<file path="config.mk">
export PLATFORM = sky130hd
export DESIGN_NAME = prior_result_tracker
export DESIGN_NICKNAME = d
export VERILOG_FILES = /design/src/rtl/prt_pkg.sv /design/src/rtl/prt_upd_decode.sv /design/src/rtl/prt_state_reg.sv /design/src/rtl/prt_cond_eval.sv /design/src/rtl/prior_result_tracker.sv
export SDC_FILE = /design/constraint.sdc
export NUM_CORES = 1
export LEC_CHECK = 0
export ABC_CLOCK_PERIOD_IN_PS = 1500
export CAP_MARGIN = 10
export CORE_AREA = 4 4 46 48
export CTS_BUF_LIST = sky130_fd_sc_hd__clkbuf_4 sky130_fd_sc_hd__clkbuf_8
export CTS_CLUSTER_DIAMETER = 60
export DETAILED_ROUTE_END_ITERATION = 8
export DIE_AREA = 0 0 50 52
export PLACE_DENSITY = 0.76
export RECOVER_POWER = 25
export SLEW_MARGIN = 20
export SYNTH_ARGS = -nofsm -noshare
export SYNTH_HDL_FRONTEND = slang
export SYNTH_SLANG_ARGS = --single-unit
</file>
<file path="constraint.sdc">
create_clock -name clk -period 1.5 [get_ports clk]
set_input_delay 0.15 -clock clk [delete_from_list [all_inputs] [get_ports clk]]
set_output_delay 0.15 -clock clk [all_outputs]
set_load 0.05 [all_outputs]
</file>
<file path="src/rtl/prt_pkg.sv">
package prt_pkg;
  localparam int DATA_W = 16;
  localparam int IDX_W  = 4;
  localparam int STAT_W = 8;

  typedef enum logic [3:0] {
    OPC_NONE = 4'h0,
    OPC_ADD  = 4'hA,
    OPC_SUB  = 4'hB,
    OPC_CMP  = 4'hD
  } op_class_e;

  typedef enum logic [3:0] {
    BRC_EXIT    = 4'h0,
    BRC_ALWAYS  = 4'h1,
    BRC_NOCARRY = 4'h2,
    BRC_CARRY   = 4'h3,
    BRC_PLUS    = 4'h4,
    BRC_MINUS   = 4'h5,
    BRC_ZERO    = 4'h6,
    BRC_NZERO   = 4'h7,
    BRC_M1      = 4'h8,
    BRC_NM1     = 4'h9,
    BRC_BREAK   = 4'hA,
    BRC_RETSUB  = 4'hB,
    BRC_CALL    = 4'hC
  } br_code_e;

  typedef struct packed {
    logic [IDX_W-1:0] idx;
    logic             carry;
  } trk_state_t;
endpackage

</file>
<file path="src/rtl/prt_upd_decode.sv">
module prt_upd_decode
  import prt_pkg::*;
#(
  parameter int IW = IDX_W,
  parameter logic [IW-1:0] ACC_REG = '0,
  parameter logic [IW-1:0] CMP_REG = IW'(13)
) (
  input  logic          upd_valid,
  input  logic [3:0]    upd_op,
  input  logic [IW-1:0] upd_reg,
  input  logic          alu_carry,
  input  logic          bs_evt,
  output logic          wr_en,
  output logic [IW-1:0] wr_idx,
  output logic          wr_carry
);
  always_comb begin
    wr_en    = 1'b0;
    wr_idx   = ACC_REG;
    wr_carry = 1'b0;
    if (bs_evt) begin
      wr_en = 1'b1;
    end else if (upd_valid && upd_op != OPC_NONE) begin
      wr_en = 1'b1;
      case (upd_op)
        OPC_ADD, OPC_SUB: begin
          wr_idx   = ACC_REG;
          wr_carry = alu_carry;
        end
        OPC_CMP: begin
          wr_idx   = CMP_REG;
          wr_carry = alu_carry;
        end
        default: begin
          wr_idx   = upd_reg;
          wr_carry = 1'b0;
        end
      endcase
    end
  end
endmodule

</file>
<file path="src/rtl/prt_state_reg.sv">
module prt_state_reg
  import prt_pkg::*;
#(
  parameter int IW = IDX_W
) (
  input  logic          clk,
  input  logic          rst_n,
  input  logic          wr_en,
  input  logic [IW-1:0] wr_idx,
  input  logic          wr_carry,
  output logic [IW-1:0] idx,
  output logic          carry
);
  always_ff @(posedge clk) begin
    if (!rst_n) begin
      idx   <= '0;
      carry <= 1'b0;
    end else if (wr_en) begin
      idx   <= wr_idx;
      carry <= wr_carry;
    end
  end

  p_write_lands_r2: assert property (@(posedge clk) disable iff (!rst_n)
    wr_en |=> (idx == $past(wr_idx)) && (carry == $past(wr_carry)));
endmodule

</file>
<file path="src/rtl/prt_cond_eval.sv">
module prt_cond_eval
  import prt_pkg::*;
#(
  parameter int DW = DATA_W
) (
  input  logic [3:0]    code,
  input  logic          carry,
  input  logic [DW-1:0] value,
  output logic          take
);
  logic is_zero, is_m1, is_neg;

  assign is_zero = (value == '0);
  assign is_m1   = (value == '1);
  assign is_neg  = value[DW-1];

  always_comb begin
    case (code)
      BRC_ALWAYS:  take = 1'b1;
      BRC_CALL:    take = 1'b1;
      BRC_NOCARRY: take = !carry;
      BRC_CARRY:   take = carry;
      BRC_PLUS:    take = !is_neg;
      BRC_MINUS:   take = is_neg;
      BRC_ZERO:    take = is_zero;
      BRC_NZERO:   take = !is_zero;
      BRC_M1:      take = is_m1;
      BRC_NM1:     take = !is_m1;
      default:     take = 1'b0;
    endcase
  end

  // minus one implies minus, so it can never take on plus
  always_comb begin
    if (code == BRC_M1 && take) p_m1_is_neg_r9: assert (is_neg);
  end
endmodule

</file>
<file path="src/rtl/prior_result_tracker.sv">
module prior_result_tracker
  import prt_pkg::*;
(
  input  logic              clk,
  input  logic              rst_n,
  input  logic              upd_valid,
  input  logic [3:0]        upd_op,
  input  logic [IDX_W-1:0]  upd_reg,
  input  logic              alu_carry,
  input  logic              bs_evt,
  input  logic [DATA_W-1:0] rd_data,
  input  logic [3:0]        br_code,
  output logic [IDX_W-1:0]  rd_idx,
  output logic [STAT_W-1:0] status,
  output logic              take
);
  localparam logic [IDX_W-1:0] ACC_REG = '0;
  localparam logic [IDX_W-1:0] CMP_REG = IDX_W'(13);

  logic             wr_en, wr_carry;
  logic [IDX_W-1:0] wr_idx;
  trk_state_t       st;

  prt_upd_decode #(.IW(IDX_W), .ACC_REG(ACC_REG), .CMP_REG(CMP_REG)) u_dec (
    .upd_valid(upd_valid), .upd_op(upd_op), .upd_reg(upd_reg),
    .alu_carry(alu_carry), .bs_evt(bs_evt),
    .wr_en(wr_en), .wr_idx(wr_idx), .wr_carry(wr_carry)
  );

  prt_state_reg #(.IW(IDX_W)) u_st (
    .clk(clk), .rst_n(rst_n), .wr_en(wr_en), .wr_idx(wr_idx),
    .wr_carry(wr_carry), .idx(st.idx), .carry(st.carry)
  );

  prt_cond_eval #(.DW(DATA_W)) u_eval (
    .code(br_code), .carry(st.carry), .value(rd_data), .take(take)
  );

  assign rd_idx = st.idx;
  assign status = STAT_W'(st);

  p_idle_hold_r11: assert property (@(posedge clk) disable iff (!rst_n)
    (!bs_evt && !(upd_valid && upd_op != OPC_NONE)) |=> $stable(status));

  p_cmp_dest_r4: assert property (@(posedge clk) disable iff (!rst_n)
    (upd_valid && upd_op == OPC_CMP && !bs_evt) |=> rd_idx == CMP_REG);

  p_call_clears_r12: assert property (@(posedge clk) disable iff (!rst_n)
    bs_evt |=> status == '0);

  p_plain_op_no_carry_r2: assert property (@(posedge clk) disable iff (!rst_n)
    (upd_valid && !bs_evt && upd_op != OPC_NONE && upd_op != OPC_ADD &&
     upd_op != OPC_SUB && upd_op != OPC_CMP) |=> !status[0]);

  always_comb begin
    if (rst_n) p_pad_zero_r5: assert (status[STAT_W-1:IDX_W+1] == '0);
  end
endmodule

</file>
Yosys cells after proc, flatten, opt, wreduce, memory -nomap -nowiden
Cells that the tools add are included.
W data, S select, Z words.
{"block": "op_classes", "n_eq_ne": 14, "n_mux": 9, "reduce_logical": 10}
{"cell": "$eq A4 B4 Y1 const B", "count": 6}
{"cell": "$eq A16 B16 Y1 const B", "count": 1}
{"cell": "$eq A4 B3 Y1 const B", "count": 4}
{"cell": "$logic_not A16 Y1", "count": 1}
{"cell": "$pmux W1 S9", "count": 1}
{"cell": "$eq A4 B2 Y1 const B", "count": 2}
{"cell": "$mux W4", "count": 2}
{"cell": "$pmux W4 S2", "count": 1}
{"cell": "$mux W1", "count": 5}
{"cell": "$eq A4 B1 Y1 const B", "count": 1}
{"cell": "$logic_not A1 Y1", "count": 4}
{"cell": "$reduce_bool A4 Y1", "count": 1}
{"cell": "$reduce_or A2 Y1", "count": 2}
{"cell": "$reduce_or A3 Y1", "count": 1}
{"cell": "$logic_and A1 B1 Y1", "count": 1}
{"block": "totals", "input_bits": 33, "out_inout_bits": 13, "elab_cells": 35, "reg_bits": 5}

Depth between registers and ports, before layout
{"block": "logic_depth", "word_depth": 5, "ltp_mapped": 4, "ltp_nobuf": 4}

Hierarchy
From an unflattened synthesis, not the netlist that was laid out.
{"block": "unflattened", "cells_unflattened": 68, "area_unflattened_um2": 575.6}
{"module": "prt_state_reg", "cells_per_inst": 16, "area_per_inst_um2": 192.7, "seq_area_each_um2": 100.1, "n_inst": 1}
{"module": "prt_cond_eval", "cells_per_inst": 25, "area_per_inst_um2": 177.7, "seq_area_each_um2": 0.0, "n_inst": 1}
{"module": "prt_upd_decode", "cells_per_inst": 19, "area_per_inst_um2": 148.9, "seq_area_each_um2": 0.0, "n_inst": 1}
{"module": "prior_result_tracker", "cells_per_inst": 8, "area_per_inst_um2": 56.3, "seq_area_each_um2": 0.0, "n_inst": 1}

Worst setup path after synthesis
No wires, ideal clock.
{"block": "synth_timing", "kind": "input to output", "from": "input rd_data[0]", "to": "output take", "setup_slack_ns": -0.206, "path_buffers": 0, "t_arrival_ns": 1.556, "path_stages": 4, "t_required_ns": 1.350, "cell_sequence": "nor4_1 and4_1 a221oi_1 o221ai_1"}
{"block": "synth_via", "elab_chain_cells": 3, "word_cells_on_any_way": 5, "cone_classes": "eq/ne (1); mux (1); reduce/logical (3)"}
{"element": "start: declaration", "line": "prior_result_tracker.sv:11", "text": "input logic [DATA_W-1:0] rd_data,"}
{"element": "$eq A16 B16 Y1 / $logic_not A16 Y1 (equally long branches)", "line": "prt_cond_eval.sv:14, prt_cond_eval.sv:13"}
{"element": "$logic_not A1 Y1, on equally long branches", "line": "prt_cond_eval.sv:28, prt_cond_eval.sv:26"}
{"element": "$pmux W1 S9 (*)", "line": "prt_cond_eval.sv:18", "text": "case (code)"}
{"element": "end: declaration", "line": "prior_result_tracker.sv:15", "text": "output logic take"}
Every way passes the cells marked *; elsewhere a longest branch is shown, timed or not.

Worst setup path in the final report
{"block": "layout_timing", "from": "input rd_data[11]", "to": "output take"}
Same word-level chain as after synthesis.

==> qor.yml <==
worst_setup_path:
  cp_cell_sequence: "buf_6 > nand4_1 > or4_4 > a221oi_4 > o221ai_2 > buf_6"
  worstPathArrival_ns: 1.49
  crit_buf_inv: 2
  max_stage_delay_ns: 0.57
  slowest_stage: "or4_4"
  start_kind: "input pin"
  crit_path_max_fanout: 2
  cp_common_cell: "buf_6"
  cp_top_family: "simple AND/OR/NAND/NOR gates"
  criticalPathCategory: "input pin to output pin"
  cp-end-kind: "output pin"
  critPathRequiredTime_ns: 1.35
global_routing:
  first_global_vias: 699
  track_usage_pct: 14.10
  grt_max_degree: 6
  antenna_found_initial: 0
  grt_pass1_wl_um: 2863
  overflow: 0
synth:
  synth_edf_count: 0
  yosysSeqAreaShare_pct: 20.62
  syn_inst: 63
  yosys_warnings: 0
  syn_avg_cell_area_sq_um: 7.706
  synth_top_area_cell: "dfxtp_1"
  synth_cell_types: 29
  synthArstFlopShare_pct: 0
  synthTopCellsByArea: "dfxtp_1 21%, buf_4 12%, nand4_1 6.4%"
  yosysTopAreaCellShare_pct: 20.62
  ys_ff_latch: 5
  yosysMostFrequentCell: "buf_4"
  synth_flop_cell: "dfxtp_1"
  syn_area_sq_um: 485.5
route:
  vias: 679
  vias_per_cell: 4.920
  initialDrtViolationCount: 5
  dr_wl_met3_um: 165
  maxUsedRoutingLayer: "met4"
  first_pass_iters: 4
  post_drt_wl_per_cell_um: 13.15
  wl_um: 1815
  drcViolationCount: 0
  met2RoutedLength_um: 964
  drtAntennaViolNets: 0
  wl_met1_um: 678
sta:
  clock.fmax_ghz: 0.6080
  finalCritPeriodShare_pct: 109.7
  finalSetupViolCount: 1
  postLayoutSetupSlackWorst_ns: -0.1448
  final-hold-violation-count: 0
  fin_crit_ns: 1.645
  worstMarginPinSlew_ns: 0.6018
  slew_headroom_pct: 60.05
  fin_skew_ns: 0
  rsz0062_at_grt: "true"
  finalMaxSlewViolations: 0
clock_tree:
  clkTransAtPathRegs_ns: 0.04
  tritoncts: "built"
  cts_made_buffers: 3
  root_buffer: "clkbuf_4"
  cts.path.max_buffers: 2
  insertion_delay_ns: 0.24
  htreeDepth: 1
  cts_sinks: 5
  hold_buffers: 0
floorplan:
  core_sq_um: 1708
  ios: 46
  die_h_um: 52
  num_rows: 15
  initial_core_util_pct: 28.42
  dieArea_sq_um: 2600
  dieWidth_um: 50
cells_and_area:
  multi_input_area_sq_um: 402.9
  seq_area_sq_um: 100.1
  post-route-util_pct: 58.32
  num-nets-final: 147
  antenna_cells: 0
  layout-drive-gt1-share_pct: 42.48
  fillers: 165
  syn2layout_area_growth_pct: 105.2
pwr:
  p_per_area_nw_per_um2: 545.4
  vdd_drop_max_v: 0.0004515
  leakagePower_uw: 0.0004161
placement:
  hpwl_um: 1365
  routabilityCongestion: 0.7522
  io_buffer_count: 42
  place_ws_ns: -0.5395
run:
  maxCapViolations: 0
outcome:
  status: "finished, violations left"
  violations: "negative setup slack"
min_path:
  hold_path_class: "flop to flop"
## cell type report
class / instances / share of cell area (%)
Clock buffer: 4 / 3.015
Inverter: 2 / 0.7538
Multi-Input combinational cell: 50 / 40.45
Sequential cell: 5 / 10.05
Tap cell: 25 / 3.141
Timing Repair Buffer: 52 / 42.59
## worst paths after layout
check                            startpoint     endpoint  slack [ns]  depth (start not counted)
worst min register to register  u_st.idx[1]  u_st.idx[1]        0.48                          2
worst max-delay path            rd_data[11]         take       -0.14                          6
worst max register to register  u_st.idx[2]  u_st.idx[2]        0.84                          2
worst min-delay path            u_st.idx[1]  u_st.idx[1]        0.48                          2
## layout by cell type, fill, tap and decap left out, drive strengths merged
cell type,count
buf,32
clkdlybuf4s50,12
clkbuf,8
nand4,5
o21ai,5
nand2,5
dfxtp,5
nor4,5
dlygate4sd2,4
a21oi,3
a21boi,3
conb,3
inv,2
and3b,2
nor3b,2
a221oi,2
or4,1
and4,1
a21o,1
mux2,1
or3,1
o221ai,1
o41a,1
nor2,1
and2,1
nor2b,1
o41ai,1
a211oi,1
nand3,1
nand2b,1
o2111ai,1
## kinds of logic (layout without fill, tap and decap cells)
group	Yosys count	after routing	share of synthesized area, %
compound gates	19	19	28.61
buf+inv	10	58	13.92
flops	5	5	20.62
mux	1	1	2.319
other cells	1	3	0.7725
simple gates	27	27	33.77
## metal layers
| layer | up-vias | global-route usage [%] |
|---|---|---|
| met5 | - | 0 |
| met1 | 298 | 14.73 |
| met2 | 39 | 26.52 |
| met4 | 0 | 4.147 |
| li1 | 340 | - |
| met3 | 2 | 4.585 |
## timing repair
item,4_1_cts,5_1_grt
pin swaps,8,7
buffers inserted,1,3
setup endpoints to repair,1,2
endpoints found under the hold margin,0,0
gates resized for setup,75,13
## through the flow
step           hold WS [ns]  cells  setup TNS (ns)  power [uW]  cell area (sq um)
2_1_floorplan        0.2999     65               0       246.3              499.2
3_3_place_gp         0.4675    130         -0.7738       365.2              910.9
3_5_place_dp         0.4780    130         -0.8370       368.7              910.9
4_1_cts              0.4827    135         -0.1135       535.3              934.6
5_1_grt              0.5071    138         -0.1990       581.2              996.0
6_report             0.4776    138         -0.1448       543.2              996.0
## sequential cells by signal, indices dropped and copies added (netlist names)
| register | count |
|---|---|
| u_st.carry | 1 |
| u_st.idx | 4 |
## where the power goes
part | internal, uW | switching [uW]
sequential | 137 | 3.22
combinational | 113 | 120
clock | 118 | 51.4
## worst min-delay path, delay by kind of cell (launching register included)
family | cells | cell delay (ns)
AND/OR/NAND/NOR | 1 | 0.06
flip-flops | 1 | 0.32
AO/OA/AOI/OAI | 1 | 0.05
(Power assumes the default switching activity.)
